<file path="config.mk">
export PLATFORM = sky130hd
export DESIGN_NAME = dma_prio_arb
export DESIGN_NICKNAME = d
export VERILOG_FILES = /design/src/rtl/dma_prio_arb_pkg.sv /design/src/rtl/dma_prio_pick.sv /design/src/rtl/dma_rot_ptr.sv /design/src/rtl/dma_grant_hold.sv /design/src/rtl/dma_prio_arb.sv
export SDC_FILE = /design/constraint.sdc
export NUM_CORES = 1
export LEC_CHECK = 0
export ABC_AREA = 1
export BUFFER_PORTS_ARGS = -buffer_cell sky130_fd_sc_hd__buf_2
export CAP_MARGIN = 20
export CORE_AREA = 2 2 39 41
export CTS_BUF_LIST = sky130_fd_sc_hd__clkbuf_4
export DETAILED_ROUTE_END_ITERATION = 16
export DIE_AREA = 0 0 41 43
export PLACE_DENSITY = 0.77
export SETUP_SLACK_MARGIN = 0.05
export SLEW_MARGIN = 20
export SYNTH_ARGS = -nofsm -noshare
export SYNTH_HDL_FRONTEND = slang
export SYNTH_SLANG_ARGS = --single-unit
</file>
<file path="constraint.sdc">
create_clock -name clk_i -period 1.9 [get_ports clk_i]
set_clock_uncertainty 0.1 [all_clocks]
set_input_delay 0.38 -clock clk_i [delete_from_list [all_inputs] [get_ports clk_i]]
set_output_delay 0.38 -clock clk_i [all_outputs]
set_load 0.01 [all_outputs]
</file>
<file path="src/rtl/dma_prio_arb_pkg.sv">
package dma_prio_arb_pkg;

  typedef enum logic {
    MODE_FIXED  = 1'b0,
    MODE_ROTATE = 1'b1
  } prio_mode_e;

endpackage

</file>
<file path="src/rtl/dma_prio_pick.sv">
// Round-robin lowest-first pick starting at ptr_i
module dma_prio_pick #(
  parameter int NUM_CH = 4,
  parameter int PTR_W  = 2
) (
  input  logic [NUM_CH-1:0] elig_i,
  input  logic [PTR_W-1:0]  ptr_i,
  output logic [NUM_CH-1:0] pick_o
);

  logic [NUM_CH-1:0] rot_all  [NUM_CH];
  logic [NUM_CH-1:0] back_all [NUM_CH];
  logic [NUM_CH-1:0] rot;
  logic [NUM_CH-1:0] lowest;

  // rot_all[p][j] = channel (p+j) mod N; back_all undoes it
  for (genvar p = 0; p < NUM_CH; p++) begin : g_ptr
    for (genvar j = 0; j < NUM_CH; j++) begin : g_bit
      assign rot_all[p][j]                  = elig_i[(p + j) % NUM_CH];
      assign back_all[p][(p + j) % NUM_CH]  = lowest[j];
    end
  end

  always_comb begin
    rot = '0;
    for (int p = 0; p < NUM_CH; p++) begin
      if (ptr_i == PTR_W'(p)) rot = rot_all[p];
    end
  end

  assign lowest = rot & (~rot + 1'b1);

  always_comb begin
    pick_o = '0;
    for (int p = 0; p < NUM_CH; p++) begin
      if (ptr_i == PTR_W'(p)) pick_o = back_all[p];
    end
  end

endmodule

</file>
<file path="src/rtl/dma_rot_ptr.sv">
module dma_rot_ptr #(
  parameter int NUM_CH = 4,
  parameter int PTR_W  = 2
) (
  input  logic             clk_i,
  input  logic             rst_ni,
  input  logic             rotate_i,
  input  logic             adv_i,
  input  logic [PTR_W-1:0] served_i,
  output logic [PTR_W-1:0] ptr_o
);

  logic [PTR_W-1:0] ptr_q;

  always_ff @(posedge clk_i or negedge rst_ni) begin
    if (!rst_ni) begin
      ptr_q <= '0;
    end else if (!rotate_i) begin
      ptr_q <= '0;
    end else if (adv_i) begin
      ptr_q <= (served_i == PTR_W'(NUM_CH - 1)) ? '0 : served_i + 1'b1;
    end
  end

  assign ptr_o = ptr_q;

endmodule

</file>
<file path="src/rtl/dma_grant_hold.sv">
module dma_grant_hold #(
  parameter int NUM_CH = 4,
  parameter int PTR_W  = 2
) (
  input  logic              clk_i,
  input  logic              rst_ni,
  input  logic [NUM_CH-1:0] pick_i,
  input  logic [NUM_CH-1:0] en_i,
  input  logic              done_i,
  output logic [NUM_CH-1:0] gnt_o,
  output logic              busy_o,
  output logic              adv_o,
  output logic [PTR_W-1:0]  idx_o
);

  logic [NUM_CH-1:0] held_q, held_d;
  logic              masked;

  assign busy_o = |held_q;
  assign masked = |(held_q & ~en_i);

  always_comb begin
    held_d = held_q;
    if (busy_o) begin
      if (done_i || masked) held_d = '0;
    end else begin
      held_d = pick_i;
    end
  end

  always_ff @(posedge clk_i or negedge rst_ni) begin
    if (!rst_ni) held_q <= '0;
    else         held_q <= held_d;
  end

  // done beats a simultaneous mask drop: service counted as complete
  assign adv_o = busy_o & done_i;

  always_comb begin
    idx_o = '0;
    for (int i = 0; i < NUM_CH; i++) begin
      if (held_q[i]) idx_o = PTR_W'(i);
    end
  end

  assign gnt_o = held_q;

endmodule

</file>
<file path="src/rtl/dma_prio_arb.sv">
module dma_prio_arb
  import dma_prio_arb_pkg::*;
#(
  parameter int NUM_CH = 4
) (
  input  logic              clk_i,
  input  logic              rst_ni,
  input  logic [NUM_CH-1:0] req_i,
  input  logic [NUM_CH-1:0] en_i,
  input  logic              rotate_i,
  input  logic              done_i,
  output logic [NUM_CH-1:0] gnt_o,
  output logic              gnt_valid_o
);

  localparam int PTR_W = (NUM_CH > 1) ? $clog2(NUM_CH) : 1;

  prio_mode_e        mode;
  logic [NUM_CH-1:0] elig;
  logic [NUM_CH-1:0] pick;
  logic [PTR_W-1:0]  ptr_q, ptr_eff, served_idx;
  logic              adv;

  assign mode    = prio_mode_e'(rotate_i);
  assign elig    = req_i & en_i;
  // fixed mode ignores the stored pointer in the same cycle it is selected
  assign ptr_eff = (mode == MODE_ROTATE) ? ptr_q : '0;

  dma_prio_pick #(.NUM_CH(NUM_CH), .PTR_W(PTR_W)) i_pick (
    .elig_i (elig),
    .ptr_i  (ptr_eff),
    .pick_o (pick)
  );

  dma_grant_hold #(.NUM_CH(NUM_CH), .PTR_W(PTR_W)) i_hold (
    .clk_i  (clk_i),
    .rst_ni (rst_ni),
    .pick_i (pick),
    .en_i   (en_i),
    .done_i (done_i),
    .gnt_o  (gnt_o),
    .busy_o (gnt_valid_o),
    .adv_o  (adv),
    .idx_o  (served_idx)
  );

  dma_rot_ptr #(.NUM_CH(NUM_CH), .PTR_W(PTR_W)) i_ptr (
    .clk_i    (clk_i),
    .rst_ni   (rst_ni),
    .rotate_i (rotate_i),
    .adv_i    (adv),
    .served_i (served_idx),
    .ptr_o    (ptr_q)
  );

endmodule

</file>
### Yosys cells after proc, flatten, opt, wreduce, memory -nomap -nowiden

Index checks and enable logic that the tools add are counted.

* register bits after elaboration: 6
* bits of input ports: 12
* output and inout bits: 5
* logic and storage cells: 37

* add/sub/neg operators: 2
* equal/unequal tests: 6
* muxes and demuxes: 17
* bitwise operators: 6
* reductions and logical operators: 4

Operators by type and width (count)
* 2-to-1 mux 4 bit: 10
* AND 4 bit: 3
* 2-to-1 mux 2 bit: 6
* NOT 4 bit: 2
* OR reduction 4 bit: 2
* equality test 2 bit, second input constant: 3
* adder 4 x 1 -> 4 bit, second input constant: 1
* adder 2 x 1 -> 2 bit, second input constant: 1
* equality test 2 x 1 -> 1 bit, second input constant: 1
* logical NOT 2 bit: 1
* inequality test 2 x 1 -> 1 bit, second input constant: 1
* inequality test 2 bit, second input constant: 1
* AND 1 bit: 1
* logical OR 1 bit: 1
* 2-to-1 mux 1 bit: 1

### Depth between registers and ports, before layout

* depth in word-level cells: 14
* depth in mapped cells: 12
* depth with buffers taken out: 12

### Hierarchy

From an unflattened synthesis, not the netlist that was laid out.

* cell total of the unflattened synthesis: 122
* area total of the unflattened synthesis: 767.0 µm²

By module, submodules not included
* dma_prio_pick: times used 1, cells each 64, area an instance 384.1 µm², sequential area each 0.0 µm²
* dma_grant_hold: times used 1, cells each 35, area an instance 241.5 µm², sequential area each 100.1 µm²
* dma_rot_ptr: times used 1, cells each 11, area an instance 96.3 µm², sequential area each 50.0 µm²
* dma_prio_arb: times used 1, cells each 12, area an instance 45.0 µm², sequential area each 0.0 µm²

### Least setup slack after synthesis

OpenSTA, ideal clock, no wires.

* path type: register -> register
* from: reg i_ptr.ptr_q[1] (netlist: i_ptr.ptr_o[1])
* to: reg i_hold.held_q[3] (netlist: i_hold.gnt_o[3])
* setup time: 116 ps
* data arrival time: 1290 ps
* required time: 1684 ps
* path slack: 394 ps
* stages on the path, launching flop included: 13
* buffers on the path: 0
* period minus slack after synthesis: 1506 ps
* cells stage by stage: dfrtp_1 > nand2_2 > inv_2 > a21oi_1 > nand2_1 > nand2_2 > nand2_4 > nand2_1 > nand2_1 > nand2_1 > nand3_1 > nand2_1 > nand2_1

* longest elaborated chain between the ends: 14
* elaborated cells on any way between the ends: 17
* those cells by class: add/sub: 1; eq/ne: 3; mux: 10; bitwise: 2; reduce/logical: 1

Ends and longest elaborated chain
* start: declaration: line dma_rot_ptr.sv:13 `logic [PTR_W-1:0] ptr_q;`
* start signal: assignment: line dma_rot_ptr.sv:21 `ptr_q <= (served_i == PTR_W'(NUM_CH - 1)) ? '0 : served_i + 1'b1;`
* 2-to-1 mux 2 bit *: line dma_prio_arb.sv:27 `assign ptr_eff = (mode == MODE_ROTATE) ? ptr_q : '0;`
* logical NOT 2 bit: line dma_prio_pick.sv:27, dma_prio_pick.sv:36
* 2-to-1 mux 4 bit (4 in a row): line dma_prio_pick.sv:27 `if (ptr_i == PTR_W'(p)) rot = rot_all[p];`
* NOT 4 bit: line dma_prio_pick.sv:31 `assign lowest = rot & (~rot + 1'b1);`
* adder 4 x 1 -> 4 bit: line dma_prio_pick.sv:31
* AND 4 bit: line dma_prio_pick.sv:31
* 2-to-1 mux 4 bit (3 in a row): line dma_prio_pick.sv:36 `if (ptr_i == PTR_W'(p)) pick_o = back_all[p];`
* 2-to-1 mux 4 bit *: line dma_prio_pick.sv:36
* 2-to-1 mux 4 bit *: line dma_grant_hold.sv:24 `if (busy_o) begin`
* end signal: assignment: line dma_grant_hold.sv:33 `else held_q <= held_d;`
* end: declaration: line dma_grant_hold.sv:16 `logic [NUM_CH-1:0] held_q, held_d;`

Mark *: on every way between the ends. The rest lies on a longest branch, timed or not.
A chain may end at the register's enable or synchronous reset.

### Worst setup path in the final report

* from: reg i_hold.held_q[1] (netlist: i_hold.gnt_o[1])
* to: out gnt_valid_o

* longest elaborated chain between the ends: 1

Ends and longest elaborated chain
* OR reduction 4 bit: line dma_grant_hold.sv:19 `assign busy_o = |held_q;`
* end: declaration: line dma_prio_arb.sv:13 `output logic gnt_valid_o`

No other way between the ends.

==> key figures <==
Yosys
  • Synthesized area: around 680 um^2
  • Ys async rst share: 1.00
  • Ranking of synthesized cells by area: nand2_1 (27%), dfrtp_1 (22%), inv_1 (9.4%)
  • Top FF cell, synth: dfrtp_1
  • Post-synth EDFFs: 0
  • Synth unique cells: 20
  • Synth Instances: about 120
  • Synth Net Count: 130
  • Most frequent cell after synthesis: nand2_1
  • Seq/Total Area, Yosys: 0.222
  • Synth area leader: nand2_1
  • #FFs+latches synth: 6
  • Ys Warns: 0
  • Synth top cells by count: nand2_1 (49), inv_1 (17), a21oi_1 (8), nand3_1 (8), dfrtp_1 (6)
  • Synth top area share: 0.272
  • Synth Area per Inst: around 5.7 um^2

Routing
  • Routed Antenna Nets: 0
  • DRT iter0 DRCs: 17
  • Via count: about 850
  • # DRC: 0
  • Post-Route WL: approximately 1800 um
  • First-pass detailed-route iteration total: 4
  • WL/cell: around 12 um
  • Via/cell ratio: about 5.5

Cells and area
  • Antenna cells: 0
  • Layout cells sized above 1: 0.254
  • Area grow syn2layout: 22.2%
  • Nets: around 150

Clock tree
  • H-tree Lvls: 1
  • Clk sinks: 6
  • Total CTS buffers: 3
  • Clock Latency Late Sink: ~0.25 ns
  • Root Driver: clkbuf_4
  • CTS tree: done
  • Worst-path clk slew: approximately 0.040 ns
  • CTS Buffer Depth: 2

Critical path
  • Crit path from: i_hold.gnt_o[1]
  • Worst Path Max Fanout: 5
  • Top delay family on crit path: flip-flops
  • Worst setup path class: reg -> out
  • Worst EP required: 1.42 ns
  • Worst R2R Start: i_ptr.ptr_o[1]
  • Max incr delay on CP: roughly 0.40 ns
  • Crit-path slowest cell: dfrtp_1
  • CP cell instances: inv_1 -> nand2_2 -> nor3_4 -> inv_2 -> buf_2
  • CP arrival: 1.29 ns
  • Crit. End Element: output pin
  • R2R depth: 12
  • Worst Setup Start Kind: register
  • Internal reg-to-reg setup slack: around 0.20 ns
  • R2r endpoint: i_hold.gnt_o[3]
  • Buf/Inv on CP: 3

Floorplan
  • Core Area: ~1400 um^2
  • I/O pin cnt: 17
  • Die Height: roughly 43 um
  • Rows: 14
  • DIE AREA: between 1500 and 2000 um^2
  • Initial Utilization: 0.488
  • Die X: ~41 um

Timing
  • Hold slack final: ~0.35 ns
  • # setup viols final: 0
  • Final Max Slew Viols: 0
  • Total Neg Setup Slack: 0 ns
  • Final Hold Viols: 0
  • Slew HR: 0.610
  • Max frequency: around 570 MHz
  • Worst slew pin tran: between 0.5 and 0.6 ns
  • RSZ-0062 raised after global routing: no
  • Final worst-path cycle share: 0.931
  • Fin crit period: ~1.8 ns

Min path
  • Hold Path Sink: i_hold.gnt_o[0]
  • Hold Path Cell Cnt: 4
  • Hold_sp: done_i
  • Hold crit path type: in -> reg

Run status
  • Status: finished, final reports clean

Power and ir drop
  • Pwr dens: 1100 nW/um^2
  • Pleak: around 0.00049 uW
  • Clock network power share: 0.133
  • VDD IR max: between 0.5 and 0.6 mV
  • Internal power: 441 uW
  • Sequential power share: 0.246
  • Gate power share: 0.621
  • Switch Pwr: ~470 uW
  • Sw Share: 0.514

Placement
  • GPL Wtd Cong: 0.879
  • Dpl hpwl: 1480 um
  • Buffers on Ports: 16

GRT
  • GRT Util Overall: 0.241
  • Vias in the first global route: 740
  • Initial antenna violation count: 0
  • Largest net degree at the start of global routing: 11
  • Grt ovf: 0
  • First-pass GRT wire length: between 2000 and 3000 um

Run
  • Maxcap violations: 0
[routing by layer]
layer  GRT usage  wire, um
met4       0.153        48
met2       0.356       871
met1       0.311       746
met5           0         0
met3      0.0366       132
[cells in the final DEF (no fill, tap or decap)]
| cell | instances |
|---|---|
| dfrtp_1 | 6 |
| inv_2 | 2 |
| inv_1 | 16 |
| nand2_2 | 4 |
| nor2_1 | 5 |
| nor4_1 | 1 |
| nor2_4 | 2 |
| nand2_1 | 48 |
| o22ai_1 | 2 |
| nand2_4 | 2 |
| buf_2 | 16 |
| nor3_4 | 1 |
| o2111ai_1 | 1 |
| nor2_2 | 2 |
| nand4_1 | 4 |
| dlygate4sd3_1 | 1 |
| o21ai_2 | 1 |
| nand3_1 | 8 |
| clkbuf_4 | 3 |
| a21oi_2 | 1 |
| o21bai_1 | 1 |
| nand3_2 | 1 |
| a21oi_1 | 7 |
| o21ai_0 | 3 |
[power by group through the flow]
stage	sequential [uW]	combinational, uW	clock [uW]
after floorplan	220	381	0
after global placement	216	525	0
after detailed placement	217	523	0
after CTS	218	533	125
after global routing	229	629	131
final	223	563	121
[worst max-delay path by stage]
stage / to / slack (ns) / cells past startpoint
global placement: i_hold.gnt_o[3] / 0.07 / 13
CTS: gnt_valid_o / 0.13 / 5
global route: gnt_valid_o / 0.07 / 5
finish: gnt_valid_o / 0.13 / 5
detailed placement: i_hold.gnt_o[3] / 0.11 / 13
floorplan: i_hold.gnt_o[3] / 0.39 / 12
[sequential cells by signal, indices dropped and copies added (netlist names)]
signal	flops
i_hold.gnt_o	4
i_ptr.ptr_o	2
[worst min-delay path, cell delays in order]
cell	delay (ns)
buf_2	0.09
nor4_1	0.08
nand2_1	0.07
nand2_1	0.04
[cell families after synthesis]
family,Yosys count,synth area share
AOI/OAI and AO/OA,16,0.137
and+or+nand+nor,78,0.541
DFF,6,0.222
buffers and inverters,18,0.100
[what timing repair did]
action	in CTS	in global routing
buffers inserted	0	0
endpoints found under the setup margin	1	3
pin swaps	0	1
gates resized for setup	1	4
hold buffers	1	0
hold endpoints to repair	6	0
cloned	0	0
[per-stage QoR]
step                      total power [uW]  instance area (um^2)  utilization  instances  setup WS [ns]
after floorplan                        601                   676            -        118          0.394
after CTS                              876                   813        0.588        154          0.128
final                                  907                   826        0.597        154          0.131
after detailed placement               740                   776        0.561        150          0.108
after global placement                 742                   776        0.561        150         0.0730
after global routing                   988                   826        0.597        154         0.0671
[cell type report]
type	count	area [um^2]
fillers	128	558
multi-input cells	94	475
flip-flops and latches	6	150
repair buffers	17	90.1
inverters	18	67.6
clock buffers	3	22.5
well taps	16	20.0
No activity file was read; power rests on OpenSTA's default activity.
